`src/rtl/sdram_init_pkg.sv`:
```
package sdram_init_pkg;

  typedef enum logic [2:0] {
    MS_SELF   = 3'd0,
    MS_NOP    = 3'd1,
    MS_PRE    = 3'd2,
    MS_MRS    = 3'd3,
    MS_CBR    = 3'd6,
    MS_NORMAL = 3'd7
  } mode_e;

  typedef enum logic [3:0] {
    ST_PWR,
    ST_NOP,
    ST_PRE,
    ST_CBR,
    ST_MRS,
    ST_NRM,
    ST_WR,
    ST_RD,
    ST_REF,
    ST_DONE
  } seq_state_e;

  // Wait length in cycles, rounded up so that a wait is never short.
  function automatic int unsigned us_to_cycles(input int unsigned us,
                                               input int unsigned khz);
    return (us * khz + 999) / 1000;
  endfunction

endpackage

```
`src/rtl/sdram_row_sel.sv`:
```
module sdram_row_sel #(
  parameter int NUM_ROWS = 4,
  parameter int BND_W    = 8,
  localparam int ROW_W   = $clog2(NUM_ROWS)
) (
  input  logic [NUM_ROWS*BND_W-1:0] row_bound,
  input  logic [ROW_W-1:0]          cur_row,
  output logic                      first_vld,
  output logic [ROW_W-1:0]          first_idx,
  output logic                      next_vld,
  output logic [ROW_W-1:0]          next_idx
);

  logic [NUM_ROWS-1:0] populated;

  // A row holds memory only when its boundary climbs above the one below.
  for (genvar r = 0; r < NUM_ROWS; r++) begin : g_pop
    if (r == 0) begin : g_base
      assign populated[r] = row_bound[BND_W-1:0] != '0;
    end else begin : g_upper
      assign populated[r] = row_bound[r*BND_W +: BND_W] >
                            row_bound[(r-1)*BND_W +: BND_W];
    end
  end

  always_comb begin
    first_vld = 1'b0;
    first_idx = '0;
    next_vld  = 1'b0;
    next_idx  = '0;
    for (int r = NUM_ROWS - 1; r >= 0; r--) begin
      if (populated[r]) begin
        first_vld = 1'b1;
        first_idx = ROW_W'(r);
        if (ROW_W'(r) > cur_row) begin
          next_vld = 1'b1;
          next_idx = ROW_W'(r);
        end
      end
    end
  end

endmodule

```
`src/rtl/sdram_wait_timer.sv`:
```
module sdram_wait_timer #(
  parameter int          CNT_W   = 12,
  parameter int unsigned RST_VAL = 0
) (
  input  logic             clk,
  input  logic             rst,
  input  logic             load,
  input  logic [CNT_W-1:0] load_val,
  output logic             zero
);

  logic [CNT_W-1:0] cnt_q;

  always_ff @(posedge clk) begin
    if (rst) begin
      cnt_q <= CNT_W'(RST_VAL);
    end else if (load) begin
      cnt_q <= load_val;
    end else if (cnt_q != '0) begin
      cnt_q <= cnt_q - 1'b1;
    end
  end

  assign zero = (cnt_q == '0);

endmodule

```
`src/rtl/sdram_check_unit.sv`:
```
module sdram_check_unit #(
  parameter int                   NUM_ROWS  = 4,
  parameter int                   DATA_W    = 32,
  parameter logic [DATA_W-1:0]    CHECK_PAT = 32'h55AA55AA,
  localparam int                  ROW_W     = $clog2(NUM_ROWS)
) (
  input  logic                clk,
  input  logic                rst,
  input  logic                capture,
  input  logic [ROW_W-1:0]    row,
  input  logic [DATA_W-1:0]   rd_data,
  output logic [NUM_ROWS-1:0] err
);

  for (genvar r = 0; r < NUM_ROWS; r++) begin : g_err
    always_ff @(posedge clk) begin
      if (rst) begin
        err[r] <= 1'b0;
      end else if (capture && row == ROW_W'(r) && rd_data != CHECK_PAT) begin
        err[r] <= 1'b1;
      end
    end
  end

endmodule

```
`src/rtl/sdram_pwrup_seq.sv`:
```
module sdram_pwrup_seq
  import sdram_init_pkg::*;
#(
  parameter int                CLK_KHZ   = 100000,
  parameter int                NUM_ROWS  = 4,
  parameter int                BND_W     = 8,
  parameter int                ADDR_W    = 13,
  parameter int                DATA_W    = 32,
  parameter int                RD_LAT    = 2,
  parameter int                NUM_CBR   = 8,
  parameter logic [ADDR_W-1:0] MODE_VAL  = 13'h1D0,
  parameter logic [DATA_W-1:0] CHECK_PAT = 32'h55AA55AA
) (
  input  logic                      clk,
  input  logic                      rst,
  input  logic [NUM_ROWS*BND_W-1:0] row_bound,
  input  logic [DATA_W-1:0]         rd_data,
  output logic                      cmd_vld,
  output logic [2:0]                cmd_mode,
  output logic [NUM_ROWS-1:0]       cs_n,
  output logic [ADDR_W-1:0]         addr,
  output logic                      wr_en,
  output logic                      rd_en,
  output logic [DATA_W-1:0]         wdata,
  output logic                      refresh_en,
  output logic                      init_done,
  output logic [NUM_ROWS-1:0]       row_err
);

  localparam int unsigned T_PWR  = us_to_cycles(200, CLK_KHZ);
  localparam int unsigned T_NOP  = us_to_cycles(200, CLK_KHZ);
  localparam int unsigned T_STEP = us_to_cycles(1, CLK_KHZ);
  localparam int unsigned T_MRS  = us_to_cycles(2, CLK_KHZ);
  localparam int unsigned T_RD   = RD_LAT;
  localparam int unsigned MAXW0  = (T_PWR > T_NOP) ? T_PWR : T_NOP;
  localparam int unsigned MAXW   = (MAXW0 > T_RD + 1) ? MAXW0 : T_RD + 1;
  localparam int          CNT_W  = $clog2(MAXW + 1);
  localparam int          ROW_W  = $clog2(NUM_ROWS);
  localparam int          CBR_W  = $clog2(NUM_CBR + 1);

  seq_state_e         st_q, st_d;
  logic [ROW_W-1:0]   row_q, row_d, iss_row;
  logic [CBR_W-1:0]   cbr_q, cbr_d;
  logic               tmr_zero, ld;
  logic [CNT_W-1:0]   ld_val;
  logic               first_vld, next_vld;
  logic [ROW_W-1:0]   first_idx, next_idx;
  logic               iss_cmd, iss_wr, iss_rd, ref_set, done_set, cap;
  mode_e              iss_mode;
  logic [NUM_ROWS-1:0] sel_row;

  sdram_row_sel #(.NUM_ROWS(NUM_ROWS), .BND_W(BND_W)) u_row_sel (
    .row_bound (row_bound),
    .cur_row   (row_q),
    .first_vld (first_vld),
    .first_idx (first_idx),
    .next_vld  (next_vld),
    .next_idx  (next_idx)
  );

  sdram_wait_timer #(.CNT_W(CNT_W), .RST_VAL(T_PWR - 1)) u_timer (
    .clk      (clk),
    .rst      (rst),
    .load     (ld),
    .load_val (ld_val),
    .zero     (tmr_zero)
  );

  sdram_check_unit #(.NUM_ROWS(NUM_ROWS), .DATA_W(DATA_W), .CHECK_PAT(CHECK_PAT)) u_check (
    .clk     (clk),
    .rst     (rst),
    .capture (cap),
    .row     (row_q),
    .rd_data (rd_data),
    .err     (row_err)
  );

  // Each step fires when the wait loaded by the previous step has run out.
  always_comb begin
    st_d     = st_q;
    row_d    = row_q;
    cbr_d    = cbr_q;
    ld       = 1'b0;
    ld_val   = '0;
    iss_cmd  = 1'b0;
    iss_mode = MS_NOP;
    iss_wr   = 1'b0;
    iss_rd   = 1'b0;
    iss_row  = row_q;
    ref_set  = 1'b0;
    done_set = 1'b0;
    cap      = 1'b0;
    if (tmr_zero) begin
      unique case (st_q)
        ST_PWR: begin
          if (first_vld) begin
            iss_cmd = 1'b1; iss_mode = MS_NOP; iss_row = first_idx;
            row_d = first_idx; st_d = ST_NOP;
            ld = 1'b1; ld_val = CNT_W'(T_NOP - 1);
          end else begin
            ref_set = 1'b1; st_d = ST_REF; ld = 1'b1;
          end
        end
        ST_NOP: begin
          iss_cmd = 1'b1; iss_mode = MS_PRE; st_d = ST_PRE;
          ld = 1'b1; ld_val = CNT_W'(T_STEP - 1);
        end
        ST_PRE: begin
          iss_cmd = 1'b1; iss_mode = MS_CBR; st_d = ST_CBR;
          cbr_d = CBR_W'(1);
          ld = 1'b1; ld_val = CNT_W'(T_STEP - 1);
        end
        ST_CBR: begin
          iss_cmd = 1'b1; ld = 1'b1;
          if (cbr_q < CBR_W'(NUM_CBR)) begin
            iss_mode = MS_CBR; cbr_d = cbr_q + 1'b1;
            ld_val = CNT_W'(T_STEP - 1);
          end else begin
            iss_mode = MS_MRS; st_d = ST_MRS;
            ld_val = CNT_W'(T_MRS - 1);
          end
        end
        ST_MRS: begin
          iss_cmd = 1'b1; iss_mode = MS_NORMAL; st_d = ST_NRM;
          ld = 1'b1; ld_val = CNT_W'(T_STEP - 1);
        end
        ST_NRM: begin
          iss_wr = 1'b1; st_d = ST_WR; ld = 1'b1;
        end
        ST_WR: begin
          iss_rd = 1'b1; st_d = ST_RD;
          ld = 1'b1; ld_val = CNT_W'(T_RD);
        end
        ST_RD: begin
          cap = 1'b1;
          if (next_vld) begin
            iss_cmd = 1'b1; iss_mode = MS_NOP; iss_row = next_idx;
            row_d = next_idx; st_d = ST_NOP;
            ld = 1'b1; ld_val = CNT_W'(T_NOP - 1);
          end else begin
            ref_set = 1'b1; st_d = ST_REF; ld = 1'b1;
          end
        end
        ST_REF: begin
          done_set = 1'b1; st_d = ST_DONE;
        end
        default: ;
      endcase
    end
  end

  always_comb begin
    for (int r = 0; r < NUM_ROWS; r++) begin
      sel_row[r] = (iss_row == ROW_W'(r));
    end
  end

  always_ff @(posedge clk) begin
    if (rst) begin
      st_q       <= ST_PWR;
      row_q      <= '0;
      cbr_q      <= '0;
      cmd_vld    <= 1'b0;
      cmd_mode   <= MS_NOP;
      cs_n       <= '1;
      addr       <= '0;
      wr_en      <= 1'b0;
      rd_en      <= 1'b0;
      wdata      <= '0;
      refresh_en <= 1'b0;
      init_done  <= 1'b0;
    end else begin
      st_q       <= st_d;
      row_q      <= row_d;
      cbr_q      <= cbr_d;
      cmd_vld    <= iss_cmd;
      if (iss_cmd) cmd_mode <= iss_mode;
      cs_n       <= (iss_cmd || iss_wr || iss_rd) ? ~sel_row : '1;
      addr       <= (iss_cmd && iss_mode == MS_MRS) ? MODE_VAL : '0;
      wr_en      <= iss_wr;
      rd_en      <= iss_rd;
      wdata      <= iss_wr ? CHECK_PAT : '0;
      refresh_en <= refresh_en || ref_set;
      init_done  <= init_done || done_set;
    end
  end

endmodule

```
`config.mk`:
```
export PLATFORM = sky130hd
export DESIGN_NAME = sdram_pwrup_seq
export DESIGN_NICKNAME = d
export VERILOG_FILES = /design/src/rtl/sdram_init_pkg.sv /design/src/rtl/sdram_row_sel.sv /design/src/rtl/sdram_wait_timer.sv /design/src/rtl/sdram_check_unit.sv /design/src/rtl/sdram_pwrup_seq.sv
export SDC_FILE = /design/constraint.sdc
export NUM_CORES = 1
export LEC_CHECK = 0
export CAP_MARGIN = 25
export CORE_UTILIZATION = 47
export CTS_CLUSTER_SIZE = 16
export DETAILED_ROUTE_END_ITERATION = 10
export PLACE_DENSITY = 0.88
export SLEW_MARGIN = 40
export SYNTH_ARGS = -nofsm -noshare
export SYNTH_HDL_FRONTEND = slang
export SYNTH_SLANG_ARGS = --single-unit
```
`constraint.sdc`:
```
create_clock -name clk -period 4.2 [get_ports clk]
set_input_delay 1.05 -clock clk [delete_from_list [all_inputs] [get_ports clk]]
set_output_delay 1.05 -clock clk [all_outputs]
set_load 0.005 [all_outputs]
```
# Word-level counts from Yosys, hierarchy flattened
# Index checks and enable logic that the tools add are counted.
word_totals:
  reg_bits: 86
  latch_bits: 0
  mem_bits_rw: 0
  rom_bits: 0
  inputBits: 66
  output_inout_bits: 61
  mem_count: 0
classes:
  add_sub_neg: 2
  n_mul: 0
  div_mod_pow: 0
  n_lt_le_gt_ge: 8
  n_eq_ne: 18
  shift: 0
  n_mux: 64
  bitwise: 2
  n_reduce_logical: 28
op_table:
  columns: ["operator", "count"]
  rows:
  - ["15-bit two-way mux", 5]
  - ["15-bit case mux with 5 select lines", 1]
  - ["4-bit case mux with 9 select lines", 1]
  - ["32-bit by 31-bit != test with 1-bit output (second input constant)", 1]
  - ["31-bit two-way mux", 1]
  - ["2-bit two-way mux", 15]
  - ["1-bit two-way mux", 28]
  - ["8-bit > comparator", 3]
  - ["4-bit by 3-bit == test with 1-bit output (second input constant)", 4]
  - ["4-bit two-way mux", 4]
  - ["15-bit zero test", 1]
  - ["15-bit nonzero test", 1]
  - ["15-bit by 1-bit subtractor with 15-bit output (second input constant)", 1]
  - ["3-bit case mux with 4 select lines", 1]
  - ["1-bit logical AND", 9]
  - ["9-bit two-way mux", 1]
  - ["9-bit nonzero test", 1]
  - ["2-bit == test (second input constant)", 4]
  - ["4-bit by 2-bit == test with 1-bit output (second input constant)", 2]
  - ["8-bit two-way mux", 1]
  - ["4-bit case mux with 2 select lines", 1]
  - ["8-bit nonzero test", 1]
  - ["8-bit OR reduction", 1]
  - ["3-bit two-way mux", 2]
  - ["other kinds (22)", 32]

# Depth between registers and ports, before layout
# Gate-level depths: netlist (run 1).
depth:
  ltp_word: 16
  ltp_mapped: 10
  ltp_nobuf: 10

# Hierarchy
# From an unflattened synthesis (run 1), not the netlist that was laid out.
unflattened:
  cells_unflattened: 411
  hier_area_um2: 3340.7
by_module_without_submodules:
  columns: ["module", "instances", "cells_each", "area_each_um2"]
  rows:
  - ["sdram_pwrup_seq", 1, 178, 1465.2]
  - ["sdram_wait_timer", 1, 110, 878.3]
  - ["sdram_row_sel", 1, 96, 715.7]
  - ["sdram_check_unit", 1, 27, 281.5]

# Worst setup path after synthesis (run 1)
# Ideal clock, no wire load.
synth_timing:
  path_kind: "input to register"
  from: "input row_bound[1]"
  to: "register u_timer.cnt_q[0]"
  t_arrival_ns: 3.039
  t_required_ns: 4.073
  slack_ns: 1.034
  path_stages: 10
  n_path_buf: 0
  path_cell_list: "inv_1 > ha_1 > nor2b_1 > o21ai_0 > a21boi_0 > o31a_1 > nor4_1 > or2_2 > a21oi_1 > or3_1"
synth_between:
  elab_chain_len: 8
synth_lines:
  columns: ["item", "line", "text"]
  rows:
  - ["start, declared", "sdram_pwrup_seq.sv:16", "input logic [NUM_ROWS*BND_W-1:0] row_bound,"]
  - ["8-bit > comparator", "sdram_row_sel.sv:21", "assign populated[r] = row_bound[r*BND_W +: BND_W] >"]
  - ["1-bit two-way mux", "sdram_row_sel.sv:32", "if (populated[r]) begin"]
  - ["1-bit two-way mux", "sdram_row_sel.sv:35", "if (ROW_W'(r) > cur_row) begin"]
  - ["1-bit two-way mux", "sdram_row_sel.sv:32", null]
  - ["15-bit two-way mux", "sdram_pwrup_seq.sv:136", "if (next_vld) begin"]
  - ["15-bit case mux with 5 select lines (*)", "sdram_pwrup_seq.sv:94", "unique case (st_q)"]
  - ["15-bit two-way mux (*)", "sdram_pwrup_seq.sv:93", "if (tmr_zero) begin"]
  - ["15-bit two-way mux (*)", "sdram_wait_timer.sv:17", "end else if (load) begin"]
  - ["end signal, assigned", "sdram_wait_timer.sv:16", "cnt_q <= CNT_W'(RST_VAL);"]
  - ["end signal, assigned", "sdram_wait_timer.sv:18", "cnt_q <= load_val;"]
  - ["end signal, assigned", "sdram_wait_timer.sv:20", "cnt_q <= cnt_q - 1'b1;"]
  - ["end, declared", "sdram_wait_timer.sv:12", "logic [CNT_W-1:0] cnt_q;"]
# Mark *: on every way between the ends. The rest lies on a longest branch, timed or not.
# A chain may end at the register's enable or synchronous reset.

# Worst setup path after layout (run 1)
layout_timing:
  from: "input row_bound[13]"
  to: "register u_timer.cnt_q[9]"
layout_between:
  elab_chain_len: 10
layout_lines:
  columns: ["item", "line"]
  rows:
  - ["8-bit > comparator", "sdram_row_sel.sv:21"]
  - ["1-bit two-way mux", "sdram_row_sel.sv:32"]
  - ["1-bit two-way mux", "sdram_row_sel.sv:35"]
  - ["1-bit two-way mux", "sdram_row_sel.sv:32"]
  - ["1-bit two-way mux", "sdram_row_sel.sv:35"]
  - ["1-bit two-way mux", "sdram_row_sel.sv:32"]
  - ["15-bit two-way mux", "sdram_pwrup_seq.sv:136"]
  - ["15-bit case mux with 5 select lines (*)", "sdram_pwrup_seq.sv:94"]
  - ["15-bit two-way mux (*)", "sdram_pwrup_seq.sv:93"]
  - ["15-bit two-way mux (*)", "sdram_wait_timer.sv:17"]
# Marks and branches as above.

==> metrics, run 1 <==
vias after detailed routing between 2k and 3k; Post-Route WL 7690 um; EDFF count, synth 0; diode count 0; ys flop type dfxtp_1; clk sinks 42; Largest stage delay, worst path about 490 ps; Worst Path Arrival 3680 ps; Power Density about 220 mW/mm^2; # nets final 562; Initial Util roughly half; Hold Vio Cnt, Final 0; mean post-synth cell area 7.87 sq um; TritonCTS clock tree yes; relative slew slack approximately 64%; pre-CTS setup slack 446 ps; CP top delay family compound AO/OA/AOI/OAI gates; CP required between 4000 and 5000 ps; clk_skew ~2.3 ps; synthesized area about 0.0031 sq mm; GR Overflow Total 0; max cap viols 0; Mapped Cells between 300 and 400; DR pass1 iterations 4; clock transition at the registers of the reported paths 80 ps; critical path class in -> reg; Setup crit start kind input port; DR DRC count 0; post-synth cell types 48; peak supply drop between 0.00015 and 0.0002 V; GR Layer Usage met1 ~28%; critical path fanouts, max 7; post-route setup slack about 750 ps; f_max 290 MHz; fin crit share between 80% and 90%; Leak roughly 1.6 nW; cts repair resizes 0; vias per inst around 5.5; CORE AREA 0.00635 sq mm; row cnt 29; total track usage between 20% and 30%; placed cell count 540; CTS Buf Count 5; clock buffer depth 2; Slew Limit Fails 0; Post-CTS Setup Bufs 0; Routed Antenna Nets 0; Ports 127; CP Capture Type flip-flop; # port buffers between 100 and 150; Area growth, synth to finish 30.6%; worst-margin pin slew around 530 ps; outcome complete, no violations; RSZ-0062 raised after global routing false; first-pass GRT wire length approximately 13000 um; CTS root buffer clkbuf_8; Yosys warning count 0; final core utilization between 60% and 70%; crit-path cells clkdlybuf4s50_1 -> inv_1 -> ha_1 -> nand4_1 -> a211o_1 -> nand2_1 -> nor4_1 -> buf_4 -> or2_2 -> a221o_1 -> o211ai_1; Seq/Total Area, Yosys roughly 27%; Final TNS setup 0 ps; Non-Filler Instances between 500 and 600; GR Layer Usage met3 4.67%; Hold WC Path Type reg -> reg; Yosys reg bits between 40 and 50; Post-synth ARST share 0%; grt met2 use between 30 and 40%; 1st-iter DRT viols roughly 130; Routed wire per std cell around 14 um; routability congestion estimate 0.894; Hold-fix buffers, CTS 0; busiest grt layer met2; DP HPWL just over 6000 um; slowest CP cell clkdlybuf4s50_1; Die X about 83 um; Worst Path Buf+Inv 3; Clk Latency, worst-skew pair 300 ps; die area just under 0.007 sq mm; vias in the first global route about 2.8k; largest net degree at the start of global routing 29; initial antenna violation count 0; setup violators final 0; Die Ht 82.9 um; minimum clock period approximately 3400 ps; H-tree depth 2; share of cells above drive strength 1 ~3.6%
cell usage in the layout, fill, tap and decap left out, types with 7 or more instances in the layout:
cell type,count
a31oi_1,7
ha_1,26
xnor2_1,9
clkdlybuf4s50_1,101
o211ai_1,8
conb_1,25
nand2_1,27
nor4bb_1,8
a21oi_1,27
nand3_1,11
nor2_1,36
nor3_1,13
nand4_1,7
inv_1,32
o21ai_0,12
dfxtp_1,42
sequential cells by signal, indices dropped and copies added, names as in the netlist:
register and flops:
init_done 1, wdata 1, cmd_vld 1, rd_en 1, cs_n 4, refresh_en 1
addr 1, cmd_mode 3, row_q 2, u_timer.cnt_q 15, st_q 4, cbr_q 4
u_check.err 4
kinds of logic (layout without fill, tap and decap cells):
family                   after synthesis  count (layout)  share of synthesized area [%]
AND/OR/NAND/NOR                      142             142                           25.4
buffers and inverters                 88             144                           16.4
AO/OA/AOI/OAI                         80              80                           16.8
flip-flops                            42              42                           27.3
adder cells (fa/ha/maj)               26              26                           10.6
XOR/XNOR                              12              12                           3.42
other                                  1              25                          0.122
metrics by stage:
stage / power (W) / hold WS (ps) / area (sq um)
2_1_floorplan: 0.000512 / 442 / 3170
5_1_grt: 0.000929 / 489 / 4020
3_5_place_dp: 0.000580 / 444 / 3910
3_3_place_gp: 0.000572 / 446 / 3910
4_1_cts: 0.000892 / 458 / 4020
6_report: 0.000887 / 462 / 4020
path summary, 6_finish.rpt:
path                                       from                       endpoint  slack [ps]  depth (start not counted)
setup / recovery                  row_bound[13]  u_timer.cnt_q[9]$_SDFFE_PP1P_         750                         11
setup reg to reg  u_timer.cnt_q[7]$_SDFFE_PP0P_       cmd_mode[0]$_SDFFE_PP1P_        1210                          7
hold reg to reg           refresh_en$_SDFF_PP0_          refresh_en$_SDFF_PP0_         460                          2
hold / removal            refresh_en$_SDFF_PP0_          refresh_en$_SDFF_PP0_         460                          2
worst register-to-register path, delay by kind of cell (launching register included):
kind	cells	cell delay, ps
compound gates	2	240
simple gates	5	2270
flops	1	350
cell type report:
type                            count  area, sq um
Inverter                           32          120
Sequential cell                    42          841
Clock inverter                      1         30.0
Multi-Input combinational cell    285         1820
Clock buffer                        7         76.3
Tap cell                           77         96.3
Fill cell                         542         2330
Timing Repair Buffer              104         1030
synth_stat cells (2+ instances only):
cell type   n  share of area [%]
buf_4      44                 11
dfxtp_1    42                 27
nor2_1     36                4.4
inv_1      32                3.9
a21oi_1    27                4.4
nand2_1    27                3.3
ha_1       26                 11
nor3_1     13                2.1
o21ai_0    12                2.0
nand3_1    11                1.8
clkbuf_1    9                1.1
xnor2_1     9                2.6
nor4bb_1    8                2.6
o211ai_1    8                2.0
a31oi_1     7                1.4
nand4_1     7                1.4
nor2b_1     6                1.2
nor4_1      6                1.2
or3_1       6                1.2
nand2b_1    5                1.0
a211oi_1    4               0.98
and4_1      4                1.1
o31a_1      4                1.1
a221o_1     3               0.98
o31ai_1     3               0.73
or4_4       3                1.1
xor2_1      3               0.85
and3_1      2               0.41
buf_2       2               0.33
o211a_1     2               0.65
o21ai_1     2               0.33
or4_1       2               0.49
layer usage:
metal,vias up,routed length [um],part of all wire (%)
li1,1476,-,-
met1,1371,3270,42
met2,136,3750,49
met3,16,527,6.9
met4,0,147,1.9
met5,-,0,0
report_power, final:
part	internal, W	leakage [nW]	switching, W
registers	0.000401	0.339	0.00000618
logic	0.0000922	1.19	0.0000727
clock network	0.000178	0.0524	0.000137
total	0.000671	1.59	0.000216
Power figures use the tool's default switching activity.
==> inputs of run 2 (changes only) <==
- CORE_UTILIZATION: 47 -> 39
- PLACE_DENSITY: 0.88 -> 0.78
- clock period: 4.2 -> 3 ns (I/O delays scaled with it)
==> run 2 against run 1 <==
Compared with the run above: cell area increased by 9.8%; via count up 3.7%; utilization is 5.9 points lower; final cell count increased by 7.8%; worst hold slack lost 3.9 ps; sequential share of layout area decreased by 1.9 points; wire length rose by 11%; clock skew up 2.6 ps; critical path depth decreased by 3; register-to-register slack worse by 1100 ps; largest cell class unchanged.
==> metrics, run 2 (synthesis gave the netlist of run 1 again) <==
vias in the first global route 2990 (was 2790); Hold Path End refresh_en$_SDFF_PP0_ (unchanged); Worst Path Buf+Inv 1 (was 3); routability congestion estimate 0.907 (was 0.894); Power Density 316 mW/mm^2 (was 221 mW/mm^2); critical path class reg -> reg (was in -> reg); Hold-fix buffers, CTS 0 (unchanged); setup violators final 0 (unchanged); FF-to-FF path depth 8 (was 7); largest net degree at the start of global routing 26 (was 29); critical path fanouts, max 13 (was 7); clock transition at the registers of the reported paths 70 ps (was 80 ps); diode count 0 (unchanged); max reg flops 15 (unchanged); Routed Antenna Nets 0 (unchanged); count of filler cells inserted in the layout 662 (was 542); TritonCTS clock tree yes (unchanged); start point of the worst hold path refresh_en$_SDFF_PP0_ (unchanged); Hold Vio Cnt, Final 0 (unchanged); Worst R2R Start u_timer.cnt_q[7]$_SDFFE_PP0P_ (unchanged); Multi-input gate area 0.00197 sq mm (was 0.00182 sq mm); row cnt 32 (was 29); Ports 127 (unchanged); CORE AREA 0.00769 sq mm (was 0.00635 sq mm); largest register by flop count u_timer.cnt_q (unchanged); Post-Route WL 8550 um (was 7690 um); Setup crit start kind flip-flop (was input port); vias per inst 5.26 (was 5.47); Non-Filler Instances 591 (was 548); WHS Path Cells 2 (unchanged); Worst Hold Slack 458 ps (was 462 ps); relative slew slack 65.3% (was 64.1%); share of cells above drive strength 1 12.1% (was 3.61%); initial antenna violation count 0 (unchanged); worst-margin pin slew 516 ps (was 533 ps); post-route setup slack 105 ps (was 753 ps); most common cell after layout, fill and taps aside clkdlybuf4s50_1 (unchanged); DR pass1 iterations 5 (was 4); minimum clock period just under 3000 ps; crit-path cells or4_4 -> or3_1 -> nor4_4 -> buf_4 -> nand2_1 -> o21ai_2 -> and4_1 -> o211ai_1 (was clkdlybuf4s50_1 -> inv_1 -> ha_1 -> nand4_1 -> a211o_1 -> nand2_1 -> nor4_1 -> buf_4 -> or2_2 -> a221o_1 -> o211ai_1); clock buffer depth 2 (unchanged); die area 0.00825 sq mm (was 0.00687 sq mm); H-tree depth 2 (unchanged); final core utilization 57.4% (was 63.3%); GR Overflow Total 0 (unchanged); DR DRC count 0 (unchanged); slowest CP cell or4_4 (was clkdlybuf4s50_1); Slew Limit Fails 0 (unchanged); max cap viols 0 (unchanged); Leak 1.85 nW (was 1.59 nW); Largest stage delay, worst path 540 ps (was 490 ps); clk_skew 4.93 ps (was 2.30 ps); # nets final 580 (was 562); r2r setup slk 100 ps (was 1210 ps); f_max about 350 MHz; fin crit share between 90% and 100%; Routed wire per std cell 14.5 um (was 14.0 um); Die X 90.8 um (was 82.9 um); clk sinks 42 (unchanged); R2R Path End cs_n[2]$_SDFF_PP1_ (was cmd_mode[0]$_SDFFE_PP1P_); peak supply drop 0.000181 V (was 0.000179 V); pre-CTS setup slack -392 ps (was 446 ps); Die Ht 90.8 um (was 82.9 um); placed cell count 576 (was 540); Clk Latency, worst-skew pair 300 ps (about the same); first-pass GRT wire length 13800 um (was 12800 um); 1st-iter DRT viols 225 (was 132); Worst Path Arrival 3070 ps (was 3680 ps); Hold WC Path Type reg -> reg (unchanged); commonest cells after routing, fill and taps aside 85 x clkdlybuf4s50_1, 42 x dfxtp_1, 36 x nor2_1, 30 x inv_1, 26 x nand2_1 (was 101 x clkdlybuf4s50_1, 42 x dfxtp_1, 36 x nor2_1, 32 x inv_1); design area 0.00441 sq mm (was 0.00402 sq mm); CP top delay family simple AND/OR/NAND/NOR gates (was compound AO/OA/AOI/OAI gates); Post-DP Area 0.00403 sq mm (was 0.00391 sq mm); register area 841 sq um (unchanged); Area growth, synth to finish 43.4% (was 30.6%); CTS Buf Count 5 (unchanged); total track usage 20.3% (was 22.6%); Initial Util 40.0% (was 48.5%); CTS root buffer clkbuf_8 (unchanged); # port buffers 101 (unchanged); DP HPWL 6380 um (was 6090 um); CP required 3170 ps (was 4430 ps); vias after detailed routing 3111 (was 2999); CP Capture Type flip-flop (unchanged); outcome complete, no violations (unchanged)
run 2: changes by cell type in the layout (fill, tap and decap cells not counted), sizes merged:
| cell | change |
|---|---|
| clkbuf | -1 |
| clkdlybuf4s50 | -16 |
| bufinv | +1 |
| buf | +18 |
| dlymetal6s2s | +16 |
run 2: worst register-to-register path, stage by stage (launching register included):
cell      delay [ps]
dfxtp_1          340
or4_4            540
or3_1            450
nor4_4           400
buf_4            290
nand2_1          140
o21ai_2          240
and4_1           260
o211ai_1         100
run 2: worst max path at each step:
stage,start,end,cells past startpoint
after floorplan,row_bound[1],u_timer.cnt_q[0]$_SDFFE_PP1P_,10
after global placement,row_bound[1],u_timer.cnt_q[9]$_SDFFE_PP1P_,11
after detailed placement,row_bound[7],cs_n[3]$_SDFF_PP1_,11
after CTS,row_bound[17],u_timer.cnt_q[9]$_SDFFE_PP1P_,11
after global routing,u_timer.cnt_q[7]$_SDFFE_PP0P_,cs_n[2]$_SDFF_PP1_,8
final,u_timer.cnt_q[7]$_SDFFE_PP0P_,cs_n[2]$_SDFF_PP1_,8
run 2: metrics by stage:
| stage | TNS [ps] | power [W] |
|---|---|---|
| final | 0 | 0.00139 |
| after global placement | -5640 | 0.000813 |
| after detailed placement | -6680 | 0.000823 |
| after global routing | -0.566 | 0.00146 |
| after floorplan | 0 | 0.000717 |
| after CTS | -11.0 | 0.00139 |
run 2: area by class of cell:
cell class,instances,share of cell area [%]
Clock inverter,2,1.36
Tap cell,102,2.89
Inverter,32,2.72
Timing Repair Buffer,122,27.5
Multi-Input combinational cell,285,44.6
Clock buffer,6,1.87
Sequential cell,42,19.1
run 2: what timing repair did:
| action | CTS | global route |
|---|---|---|
| setup buffers | 4 | 3 |
| gates resized for setup | 13 | 34 |
| setup endpoints to repair | 12 | 20 |
| pin swaps | 6 | 16 |
run 2: where the power goes:
| group | internal, W | switching (W) | total (W) | leakage (nW) |
|---|---|---|---|---|
| registers | 0.000562 | 0.00000819 | 0.000570 | 0.339 |
| clock network | 0.000355 | 0.000189 | 0.000543 | 0.0714 |
| logic | 0.000155 | 0.000125 | 0.000280 | 1.44 |
run 2: routing by layer:
layer	part of all wire (%)	GRT usage [%]	vias up	wire, um
met5	0	0	-	0
li1	-	-	1514	-
met3	4.6	3.87	18	397
met1	43	24.5	1464	3670
met4	2.0	6.88	0	175
met2	50	36.0	115	4300
==> inputs of run 3 (changes only) <==
- CORE_MARGIN: unset -> 2
==> run 3 against run 2 <==
Compared with the run above: worst setup slack got worse by 41 ps; critical path depth increased by 3; wire length decreased by 3.6%; count of clock-buffer cells in the layout increased by 1; utilization decreased by 0.80 points; largest power group unchanged.
==> metrics, run 3 (synthesis gave the netlist of run 1 again) <==
Power Density 294 mW/mm^2 (was 316 mW/mm^2); total track usage 18.5% (was 20.3%); H-tree depth 2 (unchanged); pre-CTS setup slack -455 ps (was -392 ps); first-pass GRT wire length 13200 um (was 13800 um); # port buffers 101 (unchanged); DR pass1 iterations 4 (was 5); f_max 341 MHz (was 345 MHz); CP required 3210 ps (was 3170 ps); Worst Path Arrival 3150 ps (was 3070 ps); R2R Path End cs_n[2]$_SDFF_PP1_ (unchanged); outcome complete, no violations (unchanged); clock transition at the registers of the reported paths 80 ps (was 70 ps); worst-margin pin slew 569 ps (was 516 ps); routability congestion estimate 0.925 (was 0.907); TritonCTS clock tree yes (unchanged); placed cell count 577 (was 576); Die Ht 92.8 um (was 90.8 um); Slew Limit Fails 0 (unchanged); commonest cells after routing, fill and taps aside 83 x clkdlybuf4s50_1, 42 x dfxtp_1, 36 x nor2_1, 30 x inv_1, 26 x nand2_1 (was 85 x clkdlybuf4s50_1, 42 x dfxtp_1, 36 x nor2_1, 30 x inv_1, 26 x nand2_1); post-route setup slack 63.8 ps (was 105 ps); relative slew slack 62.0% (was 65.3%); Largest stage delay, worst path 480 ps (was 540 ps); Routed Antenna Nets 0 (unchanged); Ports 127 (unchanged); clock buffer depth 2 (unchanged); total power 0.00128 W (was 0.00139 W); Hold Path End refresh_en$_SDFF_PP0_ (unchanged); Clk Latency, worst-skew pair 290 ps (was 300 ps); Die X 92.8 um (was 90.8 um); fin crit share 97.9% (was 96.5%); setup violators final 0 (unchanged); most common cell after layout, fill and taps aside clkdlybuf4s50_1 (unchanged); # nets final 582 (was 580); largest net degree at the start of global routing 28 (was 26); Leak 1.82 nW (was 1.85 nW); clk_skew 6.94 ps (was 4.93 ps); initial antenna violation count 0 (unchanged); Non-Filler Instances 593 (was 591); Worst R2R Start u_timer.cnt_q[7]$_SDFFE_PP0P_ (unchanged); minimum clock period 2940 ps (was 2900 ps); share of cells above drive strength 1 11.8% (was 12.1%); vias per inst 5.21 (was 5.26); GR Overflow Total 0 (unchanged); start point of the worst hold path refresh_en$_SDFF_PP0_ (unchanged); CORE AREA 0.00769 sq mm (unchanged); FF-to-FF path depth 8 (unchanged); 1st-iter DRT viols 242 (was 225); Post-Route WL 8240 um (was 8550 um); Worst Hold Slack 457 ps (was 458 ps); Routed wire per std cell 13.9 um (was 14.5 um); Area growth, synth to finish 41.4% (was 43.4%); Hold WC Path Type reg -> reg (unchanged); Final TNS setup 0 ps (unchanged); critical path fanouts, max 7 (was 13); count of filler cells inserted in the layout 674 (was 662); slowest CP cell clkdlybuf4s50_1 (was or4_4); max reg flops 15 (unchanged); CP Capture Type flip-flop (unchanged); clk sinks 42 (unchanged); r2r setup slk 210 ps (was 100 ps); CTS root buffer clkbuf_8 (unchanged); vias in the first global route 2920 (was 2990); diode count 0 (unchanged); DR DRC count 0 (unchanged); DP HPWL 6450 um (was 6380 um); max cap viols 0 (unchanged); die area 0.00862 sq mm (was 0.00825 sq mm); Hold Vio Cnt, Final 0 (unchanged); largest register by flop count u_timer.cnt_q (unchanged); Multi-input gate area 0.00195 sq mm (was 0.00197 sq mm); Initial Util 40.0% (unchanged); Hold-fix buffers, CTS 0 (unchanged); Setup crit start kind input port (was flip-flop); crit-path cells clkdlybuf4s50_1 -> inv_1 -> ha_1 -> and4_1 -> a21boi_2 -> o31a_1 -> nor4_2 -> buf_4 -> or2_4 -> a221o_2 -> o211ai_1 (was or4_4 -> or3_1 -> nor4_4 -> buf_4 -> nand2_1 -> o21ai_2 -> and4_1 -> o211ai_1); row cnt 32 (unchanged); vias after detailed routing 3088 (was 3111); register area 841 sq um (unchanged); critical path class in -> reg (was reg -> reg); CTS Buf Count 5 (unchanged); peak supply drop 0.000169 V (was 0.000181 V); WHS Path Cells 2 (unchanged)
## run 3: through the flow
step,instance area [sq um],utilization (%)
final,4350,56.6
after global routing,4350,56.6
after CTS,4220,54.9
after detailed placement,4030,52.5
after global placement,4030,52.5
after floorplan,3170,-
## run 3: timing repair
item | 4_1_cts | 5_1_grt
setup buffers | 4 | 4
resized for setup | 17 | 27
pin swaps | 9 | 11
setup endpoints to repair | 15 | 19
## run 3: worst max-delay path: cells and delay by family
kind	cells	cell delay, ps
buffers and inverters	3	670
and+or+nand+nor	3	480
AOI/OAI and AO/OA	4	1000
adders and majority gates	1	270
## run 3: worst max path at each step
stage | start | to | cells past startpoint
3_3_place_gp | row_bound[5] | u_timer.cnt_q[9]$_SDFFE_PP1P_ | 11
3_5_place_dp | row_bound[3] | u_timer.cnt_q[9]$_SDFFE_PP1P_ | 12
5_1_grt | row_bound[21] | u_timer.cnt_q[9]$_SDFFE_PP1P_ | 11
6_report | row_bound[4] | u_timer.cnt_q[9]$_SDFFE_PP1P_ | 11
4_1_cts | row_bound[3] | u_timer.cnt_q[9]$_SDFFE_PP1P_ | 12
2_1_floorplan | row_bound[1] | u_timer.cnt_q[0]$_SDFFE_PP1P_ | 10
## run 3: final cells by class
cell class,instances,share of cell area [%]
Tap cell,102,2.93
Clock inverter,1,0.690
Clock buffer,7,1.75
Multi-Input combinational cell,285,44.7
Sequential cell,42,19.3
Inverter,32,2.76
Timing Repair Buffer,124,27.8
## run 3: power breakdown
part / total, W / switching [W] / leakage [nW] / internal, W
registers: 0.000571 / 0.00000895 / 0.339 / 0.000562
logic: 0.000279 / 0.000123 / 1.43 / 0.000156
clock network: 0.000429 / 0.000180 / 0.0524 / 0.000249
## run 3: metal layers
layer	routed length [um]	share of wire [%]	global-route usage, %	vias up
met2	4060	49	33.7	125
met1	3560	43	22.8	1432
met3	540	6.6	2.60	9
met5	0	0	0	-
li1	-	-	-	1522
met4	82	1.0	4.78	0
